`config.mk`:
```
export PLATFORM = sky130hd
export DESIGN_NAME = pcm_frame_tx
export DESIGN_NICKNAME = d
export VERILOG_FILES = /design/src/rtl/pcm_tx_pkg.sv /design/src/rtl/pcm_tx_edge_det.sv /design/src/rtl/pcm_tx_frame_trk.sv /design/src/rtl/pcm_tx_shifter.sv /design/src/rtl/pcm_frame_tx.sv
export SDC_FILE = /design/constraint.sdc
export NUM_CORES = 1
export LEC_CHECK = 0
export BUFFER_PORTS_ARGS = -buffer_cell sky130_fd_sc_hd__buf_2
export CAP_MARGIN = 5
export CELL_PAD_IN_SITES_DETAIL_PLACEMENT = 1
export CELL_PAD_IN_SITES_GLOBAL_PLACEMENT = 1
export CORE_MARGIN = 1.5
export CORE_UTILIZATION = 40
export DETAILED_ROUTE_END_ITERATION = 8
export GPL_TIMING_DRIVEN = 0
export PLACE_DENSITY_LB_ADDON = 0.1
export SLEW_MARGIN = 40
export SYNTH_ARGS = -nofsm -noshare
export SYNTH_HDL_FRONTEND = slang
export SYNTH_HIERARCHICAL = 1
export SYNTH_SLANG_ARGS = --single-unit
```
`constraint.sdc`:
```
create_clock -name clk -period 2.9 [get_ports clk]
set_input_delay 0.29 -clock clk [delete_from_list [all_inputs] [get_ports clk]]
set_output_delay 0.29 -clock clk [all_outputs]
set_load 0.03 [all_outputs]
```
`src/rtl/pcm_tx_pkg.sv`:
```
package pcm_tx_pkg;

    localparam int DEF_WORD_W = 24;

    typedef enum logic {
        FMT_LEFT_JUST = 1'b0,
        FMT_I2S       = 1'b1
    } frame_fmt_e;

    typedef struct packed {
        logic rise;
        logic fall;
    } bclk_evt_t;

    typedef struct packed {
        logic start;
        logic is_left;
    } frame_evt_t;

    // Frame-clock level that marks the left channel for a given layout.
    function automatic logic left_level(input frame_fmt_e f);
        return (f == FMT_I2S) ? 1'b0 : 1'b1;
    endfunction

endpackage

```
`src/rtl/pcm_tx_edge_det.sv`:
```
module pcm_tx_edge_det
    import pcm_tx_pkg::*;
(
    input  logic      clk,
    input  logic      rst,
    input  logic      pwr_dn,
    input  logic      bclk,
    output bclk_evt_t evt
);

    logic bclk_q;

    always_ff @(posedge clk) begin
        if (rst) begin
            bclk_q <= 1'b0;
        end else begin
            bclk_q <= bclk;
        end
    end

    always_comb begin
        evt.rise = bclk & ~bclk_q & ~pwr_dn;
        evt.fall = ~bclk & bclk_q & ~pwr_dn;
    end

endmodule

```
`src/rtl/pcm_tx_frame_trk.sv`:
```
module pcm_tx_frame_trk
    import pcm_tx_pkg::*;
(
    input  logic       clk,
    input  logic       rst,
    input  logic       pwr_dn,
    input  frame_fmt_e fmt,
    input  logic       lrck,
    input  bclk_evt_t  evt,
    output frame_evt_t fev
);

    logic lr_ref;
    logic ref_ok;

    // Frame clock is captured on bit-clock rising edges.
    always_ff @(posedge clk) begin
        if (rst || pwr_dn) begin
            lr_ref <= 1'b0;
            ref_ok <= 1'b0;
        end else if (evt.rise) begin
            lr_ref <= lrck;
            ref_ok <= 1'b1;
        end
    end

    // A new half-frame starts at the first falling edge showing a new level.
    always_comb begin
        fev.start   = evt.fall & ref_ok & (lrck != lr_ref);
        fev.is_left = (lrck == left_level(fmt));
    end

endmodule

```
`src/rtl/pcm_tx_shifter.sv`:
```
module pcm_tx_shifter
    import pcm_tx_pkg::*;
#(
    parameter int WORD_W = DEF_WORD_W
) (
    input  logic              clk,
    input  logic              rst,
    input  logic              pwr_dn,
    input  frame_fmt_e        fmt,
    input  logic              bit_fall,
    input  frame_evt_t        fev,
    input  logic [WORD_W-1:0] left_smp,
    input  logic [WORD_W-1:0] right_smp,
    output logic              sdata
);

    localparam int REM_W = $clog2(WORD_W + 1);

    logic              synced;
    logic [WORD_W-1:0] sh;
    logic [WORD_W-1:0] r_hold;
    logic [REM_W-1:0]  rem;
    logic              sdata_q;
    logic [WORD_W-1:0] next_word;
    logic              accept;

    assign next_word = fev.is_left ? left_smp : r_hold;
    assign accept    = fev.start & (fev.is_left | synced);

    always_ff @(posedge clk) begin
        if (rst || pwr_dn) begin
            synced  <= 1'b0;
            sh      <= '0;
            r_hold  <= '0;
            rem     <= '0;
            sdata_q <= 1'b0;
        end else if (bit_fall) begin
            if (accept) begin
                synced <= 1'b1;
                if (fev.is_left) begin
                    r_hold <= right_smp;
                end
                if (fmt == FMT_I2S) begin
                    // Slot 0 carries a leftover LSB or padding.
                    sdata_q <= (rem == REM_W'(1)) ? sh[WORD_W-1] : 1'b0;
                    sh      <= next_word;
                    rem     <= REM_W'(WORD_W);
                end else begin
                    sdata_q <= next_word[WORD_W-1];
                    sh      <= {next_word[WORD_W-2:0], 1'b0};
                    rem     <= REM_W'(WORD_W - 1);
                end
            end else if (fev.start) begin
                sdata_q <= 1'b0;
                rem     <= '0;
            end else if (rem != '0) begin
                sdata_q <= sh[WORD_W-1];
                sh      <= {sh[WORD_W-2:0], 1'b0};
                rem     <= rem - REM_W'(1);
            end else begin
                sdata_q <= 1'b0;
            end
        end
    end

    assign sdata = sdata_q;

endmodule

```
`src/rtl/pcm_frame_tx.sv`:
```
module pcm_frame_tx
    import pcm_tx_pkg::*;
#(
    parameter int WORD_W = DEF_WORD_W
) (
    input  logic              clk,
    input  logic              rst,
    input  logic              pwr_dn,
    input  logic              fmt_i2s,
    input  logic              bclk,
    input  logic              lrck,
    input  logic [WORD_W-1:0] left_smp,
    input  logic [WORD_W-1:0] right_smp,
    output logic              sdata
);

    frame_fmt_e fmt;
    bclk_evt_t  evt;
    frame_evt_t fev;

    assign fmt = frame_fmt_e'(fmt_i2s);

    pcm_tx_edge_det u_edge (
        .clk    (clk),
        .rst    (rst),
        .pwr_dn (pwr_dn),
        .bclk   (bclk),
        .evt    (evt)
    );

    pcm_tx_frame_trk u_trk (
        .clk    (clk),
        .rst    (rst),
        .pwr_dn (pwr_dn),
        .fmt    (fmt),
        .lrck   (lrck),
        .evt    (evt),
        .fev    (fev)
    );

    pcm_tx_shifter #(.WORD_W(WORD_W)) u_shift (
        .clk       (clk),
        .rst       (rst),
        .pwr_dn    (pwr_dn),
        .fmt       (fmt),
        .bit_fall  (evt.fall),
        .fev       (fev),
        .left_smp  (left_smp),
        .right_smp (right_smp),
        .sdata     (sdata)
    );

endmodule

```
Word level (Yosys, flattened, before mapping)

Cells that the tools add are included.
W data, S select, Z words.

Register bits after elaboration: 58
Bits of input ports: 54
Output and inout port bits: 1
Logic and storage cells: 47

Add/sub/neg operators: 1
Equality and inequality tests: 4
Muxes and demuxes: 15
Bitwise logic cells: 11
Reductions and logical operators: 8

Operator list:

| operator              | number |
|---|---|
| $mux W24              | 5 |
| $mux W5               | 3 |
| $and A1 B1 Y1         | 7 |
| $mux W1               | 6 |
| $reduce_and A3 Y1     | 2 |
| $eq A5 B1 Y1 const B  | 1 |
| $reduce_bool A5 Y1    | 1 |
| $sub A5 B1 Y5 const B | 1 |
| $mux W4               | 1 |
| $reduce_and A2 Y1     | 2 |
| $not A1 Y1            | 3 |
| $reduce_bool A3 Y1    | 1 |
| $ne A2 B2 Y1 const B  | 1 |
| $reduce_bool A2 Y1    | 1 |
| $eq A1 B1 Y1          | 1 |
| $logic_or A1 B1 Y1    | 1 |
| $ne A1 B1 Y1          | 1 |
| $or A1 B1 Y1          | 1 |

Longest topological paths before layout

Depth in word-level cells: 8
Gate-level depth with buffers: 8
Mapped depth without buffers: 6

Modules after synthesis

Netlist, hierarchy kept.

By module, submodules not included:

| module           | times used | cells an instance | area each (um^2) |
|---|---|---|---|
| pcm_tx_shifter   | 1          | 376               | 3055.4 |
| pcm_tx_frame_trk | 1          | 9                 | 87.6 |
| pcm_tx_edge_det  | 1          | 4                 | 51.3 |

Worst setup path before layout

Ideal clock, no wire load.

Path type: register to register
Start point: register u_edge.bclk_q
End point: register u_shift.sh[4]
Arrival time: 1.831 ns
Path slack: 0.937 ns
Cell stages (with the launch flop): 9
Path buffers: 2
Cell sequence: dfxtp_1 > nor3b_2 > and3_1 > buf_6 > or2b_2 > o221a_2 > buf_2 > nor2_1 > nor3_1

RTL lines:

| item                   | RTL line              | source |
|---|---|---|
| start, declared        | pcm_tx_edge_det.sv:11 | `logic bclk_q;` |
| start signal, assigned | pcm_tx_edge_det.sv:17 | `bclk_q <= bclk;` |
| end signal, assigned   | pcm_tx_shifter.sv:46  | `sh <= next_word;` |
| end signal, assigned   | pcm_tx_shifter.sv:50  | `sh <= {next_word[WORD_W-2:0], 1'b0};` |
| end signal, assigned   | pcm_tx_shifter.sv:58  | `sh <= {sh[WORD_W-2:0], 1'b0};` |
| end, declared          | pcm_tx_shifter.sv:20  | `logic [WORD_W-1:0] sh;` |

==> results.md <==
* Outcome: completed
* Initial DRT Pass Iterations at 4
* Clock transition at the registers of the reported paths at roughly 0.070 ns
* Number of DRC markers in iteration 0 at 124
* Crit path DAT at 2.57 ns
* DP HPWL at 7.10 mm
* Lkg Pwr at ~1.4 nW
* GPL Wtd Cong at 0.809
* Adder-cell share of the synthesized area at 0.783%
* GR Util met2 at 36.8%
* CTS root buf: clkbuf_8
* XOR/XNOR Fraction of Synth Area at less than 1%
* Max cap viols at 0
* Initial core utilization at 41.3%
* First-pass GRT wire length at 15.4 mm
* Hold_buf cts at 0
* Via count at 2992
* Grt met3 use at 3.45%
* Hold Vio Cnt, Final at 0
* Final period util at between 80% and 90%
* Mapped cell area at 3190 um2
* Vias in the first global route at 3091
* # setup viols final at 0
* Synth top area cells: dfxtp_1 36%, mux2i_1 15%, nor2_1 7.9%
* Synth Area in Compound Gates at 17.3%
* Core box area at about 7700 um2
* Yosys top cell area share at 36.3%
* Pwr per Cell Area at approximately 450 nW/um2
* Max_slew headroom at 61.0%
* Ys Warns at 6
* Slew @ Worst Pin at 0.585 ns
* Grt met1 use at 32.4%
* Cell taking the most area after synthesis: dfxtp_1
* CTS H-Tree Depth at 3
* Die W at between 90 and 100 um
* Fin util at 49.1%
* Die height at between 90 and 100 um
* Mapped Nets at 445
* Most Crowded Layer GR: met2
* Setup TNS at 0 ns
* Simple-gate share of the synthesized area at 22.1%
* Post-synth EDFFs at 0
* Clock skew at 0.00851 ns
* Min-Delay Path Class: in -> reg
* Post CTS Setup Buffer Count at 0
* Top_reg_cell synth: dfxtp_1
* Syn_area_per_cell at 8.21 um2
* CTS tree: done
* CTS max path bufs at 2
* Highest clock rate at 0.424 GHz
* Initial antenna violation count at 0
* ANT nets after route at 0
* Synthesized flop and latch total at 58
* Min Tclk post-route at 2.36 ns
* FFs w/ async S/R, synth at 0%
* Crit Path Max Fanout at 10
* Most common cell after layout, fill and taps aside: nor2_1
* Nets at 510
* Via-to-Cell Ratio at between 5 and 6
* Mux cell area share after synthesis at 15.0%
* Row count at 32
* CTS Sinks at 58
* Critical path launch point type: flip-flop
* GRT Overall Usage at 23.5%
* Clk Latency, worst-skew pair at around 0.34 ns
* Die footprint at 8530 um2
* Layout area overhead at 18.8%
* DRC Markers at 0
* Routed WL per cell at 16.6 um
* Final WL at 9.31 mm
* VDD IR max at 0.000241 V
* CTS resizes at 0
* RSZ-0062 raised after global routing: no
* Seq/Total Area, Yosys at 36.3%
* CP Class: reg -> reg
* Fin. max-slew vios at 0
* Port Buffers at between 50 and 60
* Share of post-route cells with drive strength above 1 at 22.4%
* Largest family of logic cells by synthesized area: simple AND/OR/NAND/NOR gates
* TritonCTS buffer count at 9
* Critical Path End Type: flip-flop
* Commonest non-fill, non-tap cells in the layout: 67 x nor2_1, 60 x buf_2, 58 x dfxtp_1
* Largest net degree at the start of global routing at 11
* IO Count at 55
* Post-synth cell types at 42
* Worst Path Required at 3.12 ns
* Cells after synthesis at ~400
* Antenna cells at 0
* Grt ovf at 0
## cell usage after synthesis (all sizes together) (2+ instances only)
| master | instances |
|---|---|
| nor3b | 3 |
| o32ai | 2 |
| o211ai | 2 |
| a22oi | 2 |
| a2111oi | 19 |
| a211oi | 6 |
| mux2i | 48 |
| buf | 17 |
| ha | 2 |
| nor2 | 67 |
| clkbuf | 15 |
| and3 | 2 |
| a21oi | 29 |
| dfxtp | 58 |
| o22ai | 4 |
| xor2 | 2 |
| nor3 | 25 |
| o21ai | 8 |
| or3 | 2 |
| a31oi | 3 |
| nand2 | 55 |
| inv | 6 |
## layout make-up
type | instances | area (um2)
Clock inverter | 5 | 52.6
Fill cell | 972 | 3930
Multi-Input combinational cell | 292 | 1780
Inverter | 6 | 22.5
Buffer | 33 | 229
Clock buffer | 11 | 151
Timing Repair Buffer | 54 | 270
Tap cell | 102 | 128
Sequential cell | 58 | 1160
## stage by stage
step	instances	setup slack, ns	cell area [um2]	hold slack (ns)	total power, mW
global placement	545	0.538	3590	0.442	0.960
floorplan	389	0.937	3190	0.362	0.899
detailed placement	545	0.514	3590	0.451	0.964
finish	561	0.544	3800	0.151	1.72
global route	561	0.344	3800	0.160	1.78
CTS	561	0.574	3800	0.137	1.74
## flip-flops by register name, indices dropped and copies added, names as in the netlist
register        count
u_shift/r_hold     24
u_shift/sh         24
u_shift/rem         5
u_edge/bclk_q       1
u_shift/sdata       1
u_shift/synced      1
u_trk/lr_ref        1
u_trk/ref_ok        1
## routing by layer
| layer | share of wire (%) | vias up |
|---|---|---|
| met3 | 3.8 | 9 |
| li1 | - | 1506 |
| met1 | 50 | 1417 |
| met4 | 1.4 | 0 |
| met5 | 0 | - |
| met2 | 45 | 60 |
## path summary, 6_finish.rpt
kind / depth (start not counted) / slack [ns] / end / from
worst max-delay path: 8 / 0.54 / u_shift/sh[2] / u_edge/bclk_q
worst max register to register: 8 / 0.54 / u_shift/sh[2] / u_edge/bclk_q
worst min register to register: 2 / 0.46 / u_shift/sh[0] / u_shift/sh[0]
worst min-delay path: 2 / 0.15 / u_edge/bclk_q / rst
## report_power, final
group | internal [mW] | switching [mW] | total, mW
clock | 0.439 | 0.338 | 0.777
combinational | 0.0690 | 0.0777 | 0.147
sequential | 0.798 | 0.000971 | 0.799
total | 1.31 | 0.417 | 1.72
## logic make-up (layout without fill, tap and decap cells)
group / Yosys count / count (layout)
AO/OA/AOI/OAI: 78 / 78
multiplexers: 48 / 48
flip-flops: 58 / 58
buffers and inverters: 39 / 109
AND/OR/NAND/NOR: 162 / 162
adder cells (fa/ha/maj): 2 / 2
XOR/XNOR: 2 / 2
## worst max-delay path: stages, from the launching register on
cell     delay [ns]
dfxtp_1        0.36
nor3b_2        0.41
and3_1         0.24
buf_6          0.14
or2b_2         0.34
o221a_2        0.33
buf_2          0.23
nor2_1         0.13
nor3_1         0.05
No activity file was read; power rests on OpenSTA's default activity.
